[src/rtl/fsk_pkg.sv]
package fsk_pkg;
  parameter int ACC_W  = 32;
  parameter int DUTY_W = 8;
  parameter logic [ACC_W-1:0] INC_LO = 32'd82463372;   // 1200 Hz at 62.5 kHz
  parameter logic [ACC_W-1:0] INC_HI = 32'd151182849;  // 2200 Hz at 62.5 kHz
  localparam int TBL_N = 2 ** DUTY_W;

  typedef struct packed {
    logic advance;    // step accumulators, sample select
    logic latchDuty;  // PWM period boundary
  } fsk_strobe_t;

  // Offset sine code; the smallest value is 1, never 0.
  function automatic int sineCode(input int k);
    real mid, amp, ang;
    mid = ((2.0 ** DUTY_W) - 1.0) / 2.0;
    amp = mid - 1.0;
    ang = 2.0 * 3.14159265358979 * k / TBL_N;
    return $rtoi(mid + amp * $sin(ang) + 0.5);
  endfunction
endpackage

[src/rtl/fsk_ctrl.sv]
module fsk_ctrl
  import fsk_pkg::*;
(
  input  logic              clk,
  input  logic              rstN,
  input  logic              sampleTick,
  output fsk_strobe_t       strb,
  output logic [DUTY_W-1:0] pwmCnt
);
  always_ff @(posedge clk) begin
    if (!rstN) pwmCnt <= '0;
    else       pwmCnt <= pwmCnt + 1'b1;
  end

  always_comb begin
    strb.advance   = sampleTick;
    strb.latchDuty = &pwmCnt;
  end

  AST_WRAP_TO_ZERO: assert property (@(posedge clk) disable iff (!rstN)
    strb.latchDuty |=> (pwmCnt == '0));
endmodule

[src/rtl/fsk_datapath.sv]
module fsk_datapath
  import fsk_pkg::*;
(
  input  logic              clk,
  input  logic              rstN,
  input  fsk_strobe_t       strb,
  input  logic [DUTY_W-1:0] pwmCnt,
  input  logic              selHigh,
  output logic [DUTY_W-1:0] dutyLow,
  output logic [DUTY_W-1:0] dutyHigh,
  output logic [DUTY_W-1:0] dutyCont,
  output logic [DUTY_W-1:0] dutyCoh,
  output logic [3:0]        pwmOut
);
  localparam int IDX_LSB = ACC_W - DUTY_W;
  localparam logic [DUTY_W-1:0] RST_DUTY = DUTY_W'(sineCode(0));

  logic [ACC_W-1:0]  accLow, accHigh, accCont;
  logic              selQ;
  logic [DUTY_W-1:0] sineRom [TBL_N];
  logic [DUTY_W-1:0] lkLow, lkHigh, lkCont;
  logic [DUTY_W-1:0] dutyArr [4];

  for (genvar k = 0; k < TBL_N; k++) begin : g_rom
    assign sineRom[k] = DUTY_W'(sineCode(k));
  end

  always_ff @(posedge clk) begin
    if (!rstN) begin
      accLow  <= '0;
      accHigh <= '0;
      accCont <= '0;
      selQ    <= 1'b0;
    end else if (strb.advance) begin
      accLow  <= accLow + INC_LO;
      accHigh <= accHigh + INC_HI;
      accCont <= accCont + (selHigh ? INC_HI : INC_LO);
      selQ    <= selHigh;
    end
  end

  assign lkLow  = sineRom[accLow[ACC_W-1:IDX_LSB]];
  assign lkHigh = sineRom[accHigh[ACC_W-1:IDX_LSB]];
  assign lkCont = sineRom[accCont[ACC_W-1:IDX_LSB]];

  always_ff @(posedge clk) begin
    if (!rstN) begin
      dutyLow  <= RST_DUTY;
      dutyHigh <= RST_DUTY;
      dutyCont <= RST_DUTY;
      dutyCoh  <= RST_DUTY;
    end else if (strb.latchDuty) begin
      dutyLow  <= lkLow;
      dutyHigh <= lkHigh;
      dutyCont <= lkCont;
      dutyCoh  <= selQ ? lkHigh : lkLow;
    end
  end

  assign dutyArr[0] = dutyLow;
  assign dutyArr[1] = dutyHigh;
  assign dutyArr[2] = dutyCont;
  assign dutyArr[3] = dutyCoh;

  for (genvar c = 0; c < 4; c++) begin : g_pwm
    assign pwmOut[c] = (pwmCnt < dutyArr[c]);
  end

  AST_DUTY_NONZERO: assert property (@(posedge clk) disable iff (!rstN)
    (dutyLow != '0) && (dutyHigh != '0) && (dutyCont != '0) && (dutyCoh != '0));
  AST_DUTY_HOLD: assert property (@(posedge clk) disable iff (!rstN)
    !strb.latchDuty |=> ($stable(dutyLow) && $stable(dutyHigh) && $stable(dutyCont) && $stable(dutyCoh)));
  AST_ACC_HOLD: assert property (@(posedge clk) disable iff (!rstN)
    !strb.advance |=> ($stable(accLow) && $stable(accCont)));
  AST_CONT_TRACKS_HIGH: assert property (@(posedge clk) disable iff (!rstN)
    (strb.advance && selHigh) |=> ((accCont - $past(accCont)) == (accHigh - $past(accHigh))));
  AST_COH_PICK: assert property (@(posedge clk) disable iff (!rstN)
    (dutyCoh == dutyLow) || (dutyCoh == dutyHigh));
endmodule

[src/rtl/fsk_tone_gen.sv]
module fsk_tone_gen
  import fsk_pkg::*;
(
  input  logic              clk,
  input  logic              rstN,
  input  logic              sampleTick,
  input  logic              selHigh,
  output logic [DUTY_W-1:0] dutyLow,
  output logic [DUTY_W-1:0] dutyHigh,
  output logic [DUTY_W-1:0] dutyCont,
  output logic [DUTY_W-1:0] dutyCoh,
  output logic [3:0]        pwmOut
);
  fsk_strobe_t       strb;
  logic [DUTY_W-1:0] pwmCnt;

  fsk_ctrl u_ctrl (
    .clk(clk), .rstN(rstN), .sampleTick(sampleTick),
    .strb(strb), .pwmCnt(pwmCnt)
  );

  fsk_datapath u_dp (
    .clk(clk), .rstN(rstN), .strb(strb), .pwmCnt(pwmCnt), .selHigh(selHigh),
    .dutyLow(dutyLow), .dutyHigh(dutyHigh), .dutyCont(dutyCont),
    .dutyCoh(dutyCoh), .pwmOut(pwmOut)
  );
endmodule

[config.mk]
export PLATFORM = sky130hd
export DESIGN_NAME = fsk_tone_gen
export DESIGN_NICKNAME = d
export VERILOG_FILES = /design/src/rtl/fsk_pkg.sv /design/src/rtl/fsk_ctrl.sv /design/src/rtl/fsk_datapath.sv /design/src/rtl/fsk_tone_gen.sv
export SDC_FILE = /design/constraint.sdc
export NUM_CORES = 1
export LEC_CHECK = 0
export BUFFER_PORTS_ARGS = -buffer_cell sky130_fd_sc_hd__buf_2
export CORE_MARGIN = 5
export CORE_UTILIZATION = 45
export CTS_BUF_LIST = sky130_fd_sc_hd__clkbuf_2 sky130_fd_sc_hd__clkbuf_4 sky130_fd_sc_hd__clkbuf_8
export CTS_CLUSTER_DIAMETER = 150
export CTS_CLUSTER_SIZE = 14
export DETAILED_ROUTE_END_ITERATION = 8
export GPL_TIMING_DRIVEN = 1
export PLACE_DENSITY = 0.58
export SYNTH_ARGS = -nofsm -noshare
export SYNTH_HDL_FRONTEND = slang
export SYNTH_SLANG_ARGS = --single-unit
[constraint.sdc]
create_clock -name clk -period 9 [get_ports clk]
set_clock_uncertainty 0.15 [all_clocks]
set_input_delay 0.9 -clock clk [delete_from_list [all_inputs] [get_ports clk]]
set_output_delay 0.9 -clock clk [all_outputs]
set_load 0.02 [all_outputs]
==> results by group, run 1 <==
Outcome
  – Outcome: complete, no violations

Power and ir drop
  – LEAKAGE: around 0.0047 µW
  – Internal power: 1130 µW
  – Clock Power Share: between 20% and 30%
  – Worst vdd ir: 0.0000793 V
  – Sw Pwr: around 680 µW
  – Switching Share: between 30% and 40%
  – Reg power frac: 37.9%
  – PwrDens: approximately 140 nW/µm²
  – Comb pwr share: about 33%

Clock network
  – Num CTS Buffers: 17
  – # clock sinks: around 140
  – Clock Path Buffers: 2
  – Post-CTS Hold Buffers: 0
  – Root buffer cell: clkbuf_8
  – Clock Latency Late Sink: roughly 460 ps
  – CTS tree: yes
  – Reg clk slew, reported paths: 90 ps
  – H-tree depth: 4
  – Post-CTS Setup Inserts: 0
  – Total of cells resized after clock tree synthesis: 0

Final layout
  – Share of cells above drive strength 1: 7.43%
  – Layout area overhead: 4.78%
  – Final #Nets: approximately 1,700
  – Most common cell after layout, fill and taps aside: nor2_1
  – Diodes inserted: 0
  – Commonest non-fill, non-tap cells in the layout: 212 x nor2_1, 159 x nand2_1, 140 x o21ai_0, 137 x a21oi_1, 133 x dfxtp_1

Timing
  – Final hold vios: 0
  – Pins Over Slew Limit: 0
  – RSZ-0062 raised after global routing: no
  – Worst slew pin tran: 829 ps
  – Max-slew headroom: between 40 and 50%
  – Final setup margin: 5050 ps
  – Final setup viols: 0
  – Crit share post-route: between 40% and 50%
  – Tmin final: around 4000 ps
  – Peak Freq: ~250 MHz
  – Setup TNS Final: 0 ps

Synth
  – Yosys cell types: 79
  – Sequential-to-total area share from yosys stat: between 20% and 30%
  – Post-Syn Area: approximately 12,000 µm²
  – Average size of a mapped cell: about 7 µm²
  – Syn Inst Count: around 1,700
  – Post-synth EDFFs: 0
  – Register bit count reported by yosys: 135
  – Ys flop type: dfxtp_1
  – Post-synth top area cell: dfxtp_1
  – Syn. warnings: 0
  – Synth area leaders: dfxtp_1 22%, ha_1 7.9%, nor2_1 6.6%
  – Asr flop ratio synth: 0%
  – Syn_nets: between 1,500 and 2,000
  – Top-area cell type share of the netlist area: approximately 22%

Worst hold path
  – Min-delay worst type: flop to flop

Worst setup path
  – Setup crit end kind: flop
  – Arrival time at the worst endpoint: between 4000 and 5000 ps
  – CP Launch Type: flop
  – Worst path required time: roughly 9000 ps
  – FF-to-FF setup slack: 5050 ps
  – Crit Path Category: flop to flop
  – Crit Path Max Fanout: 17

Die
  – Row Count: 59
  – Die ar.: around 30,000 µm²
  – Initial Util: between 40% and 50%
  – I/O pin total: 40
  – Die width: 174 µm
  – Core area: around 26,000 µm²
  – Die Y: ~170 µm

Placement
  – DP HPWL: 22,800 µm
  – Dpl ws: around 5200 ps
  – GP Congestion: between 0.8 and 0.9
  – Port Buf Inserts: 39

Routing
  – DR WL/cell: ~17 µm
  – Vias: about 12,000
  – Vias per Instance: 6.09
  – Initial DRC count: between 1,000 and 1,500
  – Residual DRC count: 0
  – First-pass DRT Iterations: 6
  – Detail Route Antenna Nets: 0
  – Routed WL: 33,900 µm

Global routing
  – Pin count of the biggest net entering global routing: 70
  – First-pass GRT wire length: about 56,000 µm
  – Total track usage: between 20% and 30%
  – GR Overflow Total: 0
  – Initial antenna violation count: 0
  – Vias in the first global route: ~11,000

Run
  – Max Cap Viol: 0
[registers in the layout, indices dropped and copies added (netlist names)]
name and cells:
u_dp.dutyLow 8, u_dp.accCont 32, u_dp.dutyCont 8, u_dp.dutyHigh 8
u_dp.accHigh 32, u_dp.accLow 30, u_ctrl.pwmCnt 8, u_dp.selQ 1
u_dp.dutyCoh 8
[critical path, stage by stage (launching register included)]
cell and delay (ps):
dfxtp_1 730, clkinv_1 490, ha_1 670, inv_1 90
o21ai_0 490, nand2_1 150, a21boi_0 150, o21ai_0 160
a21boi_0 100, mux4_2 460, a211oi_1 240
[cells in the mapped netlist, drive strengths merged (7+ instances only)]
cell / number
a221oi: 11
o21bai: 7
nand4: 18
a211oi: 35
nor2: 212
o221ai: 9
a31oi: 26
o21ai: 140
clkbuf: 85
a311oi: 9
o311ai: 15
o21a: 10
or3: 10
dfxtp: 135
nand2b: 24
o211ai: 33
inv: 67
nand2: 159
xnor2: 50
a21o: 38
nor3: 24
mux4: 9
a211o: 9
and2: 10
mux2i: 32
nand3: 38
o22ai: 8
xor2: 38
or2: 7
o31ai: 18
a21oi: 138
buf: 54
nor2b: 26
ha: 76
[kinds of logic after synthesis]
group | after synthesis | synth area share, %
compound gates | 570 | 30.8
xor+xnor | 88 | 6.40
simple gates | 555 | 20.8
mux | 44 | 4.65
buf+inv | 211 | 6.99
flops | 135 | 22.4
fa+ha+maj | 76 | 7.89
[area by class of cell]
class                      instances  area, µm²
multi-input combinational       1333       8500
clock buffer                      19        255
fill                            2661      13600
sequential                       135       2710
inverter                          72        273
timing repair buffer              56        323
tap                              335        419
clock inverter                    13        145
[worst paths after layout]
path,startpoint,endpoint,cells past startpoint
worst max-delay path,u_dp.accCont[25],u_dp.dutyCont[3],10
worst min-delay path,u_dp.accCont[21],u_dp.accCont[21],2
worst max register to register,u_dp.accCont[25],u_dp.dutyCont[3],10
worst min register to register,u_dp.accCont[21],u_dp.accCont[21],2
[metal layers]
metal,up-vias,GRT usage [%],part of all wire [%]
li1,5920,-,-
met1,5620,31.6,49
met2,378,33.7,44
met3,39,3.79,5.9
met4,0,5.91,1.4
met5,-,0,0
[through the flow]
step	total power (µW)	utilization [%]	hold WS [ps]	area, µm²	cells
final	1810	48.2	339	12600	1963
after global routing	1930	48.2	370	12600	1963
after CTS	1820	48.2	341	12600	1963
after detailed placement	1280	46.6	329	12200	1931
after global placement	1280	46.6	327	12200	1931
after floorplan	1160	-	307	12000	1679
[power groups by stage]
stage / Combinational (µW) / Sequential, µW / Clock, µW
floorplan: 487 / 675 / 0
global placement: 583 / 698 / 0
detailed placement: 583 / 698 / 0
CTS: 587 / 684 / 551
global route: 664 / 693 / 574
finish: 593 / 685 / 531
(Power assumes the default switching activity.)
==> inputs of run 2 (changes only) <==
- ABC_AREA: unset -> 1
- clock period: 9 -> 3.7 ns (I/O delays scaled with it)
==> run 2 against run 1 <==
Maximum frequency up 29%. Power is 130% higher. Sequential power rose by 140%. Sequential share of layout area shrank 1.1 points. Wire length grew 15%. Critical path depth up 5. Global-route usage is 2.8 points higher. Worst setup slack got worse by 4400 ps. First-iteration DRC count up 43%. Non-clock buffer count up 3. Die area up 3.4%. Clock power rose to 2.7 times the previous value.
==> results by group, run 2 <==
Worst setup path
  – Arrival time at the worst endpoint: 3260 ps (was 4180 ps)
  – CP max stage delay: 610 ps (was 730 ps)
  – Crit Path Max Fanout: 12 (was 17)
  – Setup crit end kind: flop (unchanged)
  – Most used cell, CP: nand2_1
  – Crit-path slowest cell: dfxtp_1 (unchanged)
  – Crit Path Category: flop to flop (unchanged)
  – Worst path required time: 3910 ps (was 9230 ps)
  – Worst-path cell chain: inv_1, ha_1, inv_1, nand2_1, nand2_1, o21ai_0, nand3_1, nand2_1, nand3_1, nand3_1, nand2_1, nand2_1, nand3_1, nand2_1, inv_1 (was clkinv_1, ha_1, inv_1, o21ai_0, nand2_1, a21boi_0, o21ai_0, a21boi_0, mux4_2, a211oi_1)
  – CP Launch Type: flop (unchanged)

Clock network
  – Total of cells resized after clock tree synthesis: 0 (unchanged)
  – Root buffer cell: clkbuf_8 (unchanged)
  – CTS tree: yes (unchanged)
  – Num CTS Buffers: 17 (unchanged)
  – Clock Path Buffers: 2 (unchanged)
  – Post-CTS Hold Buffers: 0 (unchanged)
  – Post-CTS Setup Inserts: 0 (unchanged)
  – Clock Latency Late Sink: 460 ps (about the same)
  – Reg clk slew, reported paths: 80 ps (was 90 ps)
  – # clock sinks: 135 (unchanged)
  – H-tree depth: 4 (unchanged)

Synth
  – Asr flop ratio synth: 0% (unchanged)
  – Synth Area in Simple Gates: 37.3% (was 20.8%)
  – Post-Synth Adder-Cell Area: 7.62% (was 7.89%)
  – Post-synth EDFFs: 0 (unchanged)
  – Cell with the most instances after synthesis: nand2_1 (was nor2_1)
  – Post-Syn Area: 12,500 µm² (was 12,000 µm²)
  – Largest family of logic cells by synthesized area: simple AND/OR/NAND/NOR gates (was compound AO/OA/AOI/OAI gates)
  – Register bit count reported by yosys: 135 (unchanged)
  – Sequential-to-total area share from yosys stat: 21.7% (was 22.4%)
  – Top-area cell type share of the netlist area: 21.7% (was 22.4%)
  – Syn Inst Count: 2,151 (was 1,679)
  – Syn. warnings: 0 (unchanged)
  – Commonest cells in the netlist: 567 x nand2_1, 257 x inv_1, 222 x nor2_1 (was 212 x nor2_1, 159 x nand2_1, 140 x o21ai_0)
  – Synth Area in Compound Gates: 21.0% (was 30.8%)
  – Syn_nets: 2,231 (was 1,759)
  – Post-synth top area cell: dfxtp_1 (unchanged)
  – Ys flop type: dfxtp_1 (unchanged)
  – Yosys cell types: 54 (was 79)
  – Mux contribution to synthesized area: 0% (was 4.65%)
  – Average size of a mapped cell: 5.80 µm² (was 7.18 µm²)
  – Synth Area in XOR/XNOR: 0.772% (was 6.40%)
  – Synth area leaders: dfxtp_1 22%, nand2_1 17%, a21oi_1 7.9% (was dfxtp_1 22%, ha_1 7.9%, nor2_1 6.6%)

Timing
  – Final setup viols: 0 (unchanged)
  – Pins Over Slew Limit: 0 (unchanged)
  – Tmin final: 3050 ps (was 3950 ps)
  – Setup TNS Final: 0 ps (unchanged)
  – Final hold vios: 0 (unchanged)
  – Crit share post-route: 82.5% (was 43.9%)
  – RSZ-0062 raised after global routing: no (unchanged)
  – Peak Freq: 328 MHz (was 253 MHz)
  – Max-slew headroom: 26.6% (was 44.6%)
  – Worst slew pin tran: 1100 ps (was 829 ps)

Die
  – Die width: 177 µm (was 174 µm)
  – Die Y: 177 µm (was 174 µm)
  – Core area: 27,600 µm² (was 26,200 µm²)
  – Initial Util: 45.3% (was 46.0%)
  – Row Count: 61 (was 59)
  – Die ar.: 31,200 µm² (was 30,100 µm²)
  – I/O pin total: 40 (unchanged)

Global routing
  – GR Overflow Total: 0 (unchanged)
  – Vias in the first global route: 12,900 (was 10,900)
  – Total track usage: 24.6% (was 21.9%)
  – First-pass GRT wire length: 63,800 µm (was 56,300 µm)
  – Pin count of the biggest net entering global routing: 89 (was 70)
  – Initial antenna violation count: 0 (unchanged)

Final layout
  – Commonest non-fill, non-tap cells in the layout: 567 x nand2_1, 256 x inv_1, 222 x nor2_1, 198 x a21oi_1, 197 x nand3_1 (was 212 x nor2_1, 159 x nand2_1, 140 x o21ai_0, 137 x a21oi_1, 133 x dfxtp_1)
  – Layout area overhead: 6.50% (was 4.78%)
  – Share of cells above drive strength 1: 6.36% (was 7.43%)
  – Diodes inserted: 0 (unchanged)
  – Number of fill cells: 3,045 (was 2,661)
  – Layout Cells excl Fill: 2,531 (was 1,963)
  – Most common cell after layout, fill and taps aside: nand2_1 (was nor2_1)
  – Final #Nets: 2,221 (was 1,695)
  – Regs by FF count: u_dp.accCont x32, u_dp.accHigh x32, u_dp.accLow x30 (unchanged)

Outcome
  – Outcome: complete, no violations (unchanged)

Power and ir drop
  – PwrDens: 311 nW/µm² (was 143 nW/µm²)
  – Comb pwr share: 26.9% (was 32.8%)
  – Worst vdd ir: 0.000296 V (was 0.0000793 V)
  – Internal power: 2650 µW (was 1130 µW)
  – Sw Pwr: 1480 µW (was 679 µW)
  – Clock Power Share: 34.1% (was 29.3%)
  – Switching Share: 35.9% (was 37.5%)
  – LEAKAGE: 0.00619 µW (was 0.00472 µW)
  – Reg power frac: 39.0% (was 37.9%)

Routing
  – Detail Route Antenna Nets: 0 (unchanged)
  – First-pass DRT Iterations: 5 (was 6)
  – Initial DRC count: 1,530 (was 1,069)
  – DR WL/cell: 15.4 µm (was 17.3 µm)
  – Vias: 14,100 (was 12,000)
  – Vias per Instance: 5.55 (was 6.09)
  – Residual DRC count: 0 (unchanged)
  – Routed WL: 38,900 µm (was 33,900 µm)

Placement
  – Port Buf Inserts: 39 (unchanged)
  – DP HPWL: 28,700 µm (was 22,800 µm)
  – GP Congestion: 0.960 (was 0.894)
  – Dpl cells: 2,500 (was 1,931)

Run
  – Max Cap Viol: 0 (unchanged)

Worst hold path
  – Min-delay worst type: flop to flop (unchanged)
run 2: changes by cell type after synthesis, sizes merged, moves of 26 or more:
cell	change
nand2	+423
o21ai	+51
a21oi	+62
inv	+200
xor2	-29
a21o	-36
nor2b	-26
xnor2	-48
nand3	+163
clkbuf	-54
mux2i	-32
a211oi	-30
run 2: logic make-up (layout without fill, tap and decap cells):
| kind of cell | after synthesis | in the layout |
|---|---|---|
| buf+inv | 358 | 360 |
| simple gates | 1096 | 1096 |
| flops | 135 | 135 |
| fa+ha+maj | 76 | 76 |
| compound gates | 475 | 475 |
| xor+xnor | 11 | 11 |
run 2: cell type report:
cell class | instances | area [µm²] | area share (%)
clock inverters | 11 | 170 | 1.28
inverters | 270 | 1020 | 7.64
multi-input cells | 1658 | 8320 | 62.6
well taps | 378 | 473 | 3.56
flip-flops and latches | 135 | 2700 | 20.3
repair buffers | 59 | 345 | 2.60
clock buffers | 20 | 269 | 2.02
run 2: routing by layer:
layer | global-route usage, % | wire length, µm
met3 | 3.53 | 2110
met1 | 33.6 | 18100
met4 | 7.96 | 1060
met2 | 40.1 | 17600
met5 | 0 | 0
run 2: final timing paths:
path	start	to	slack [ps]	cells past startpoint
max	u_dp.accLow[24]	u_dp.dutyCoh[1]	650	15
min	u_ctrl.pwmCnt[0]	u_ctrl.pwmCnt[0]	320	1
max reg2reg	u_dp.accLow[24]	u_dp.dutyCoh[1]	650	15
min reg2reg	u_ctrl.pwmCnt[0]	u_ctrl.pwmCnt[0]	320	1
run 2: critical path, delay by kind of cell, from the launching register on:
kind,cells,cell delay [ps]
adder cells (fa/ha/maj),1,410
AND/OR/NAND/NOR,10,1040
buffers and inverters,3,410
AO/OA/AOI/OAI,1,330
flip-flops,1,610
run 2: through the flow:
step	total power, µW	setup slack [ps]	hold slack (ps)	util [%]	cell area [µm²]
after floorplan	2480	1010	280	-	12500
after global placement	2740	710	296	46.6	12900
after detailed placement	2740	717	299	46.6	12900
after CTS	4150	700	317	48.2	13300
after global routing	4410	342	349	48.2	13300
final	4140	647	323	48.2	13300
run 2: power groups by stage:
stage          clock, µW  combinational, µW  sequential (µW)
2_1_floorplan          0                867             1610
3_3_place_gp           0               1090             1640
3_5_place_dp           0               1090             1640
4_1_cts             1450               1100             1610
5_1_grt             1520               1260             1620
6_report            1410               1110             1610
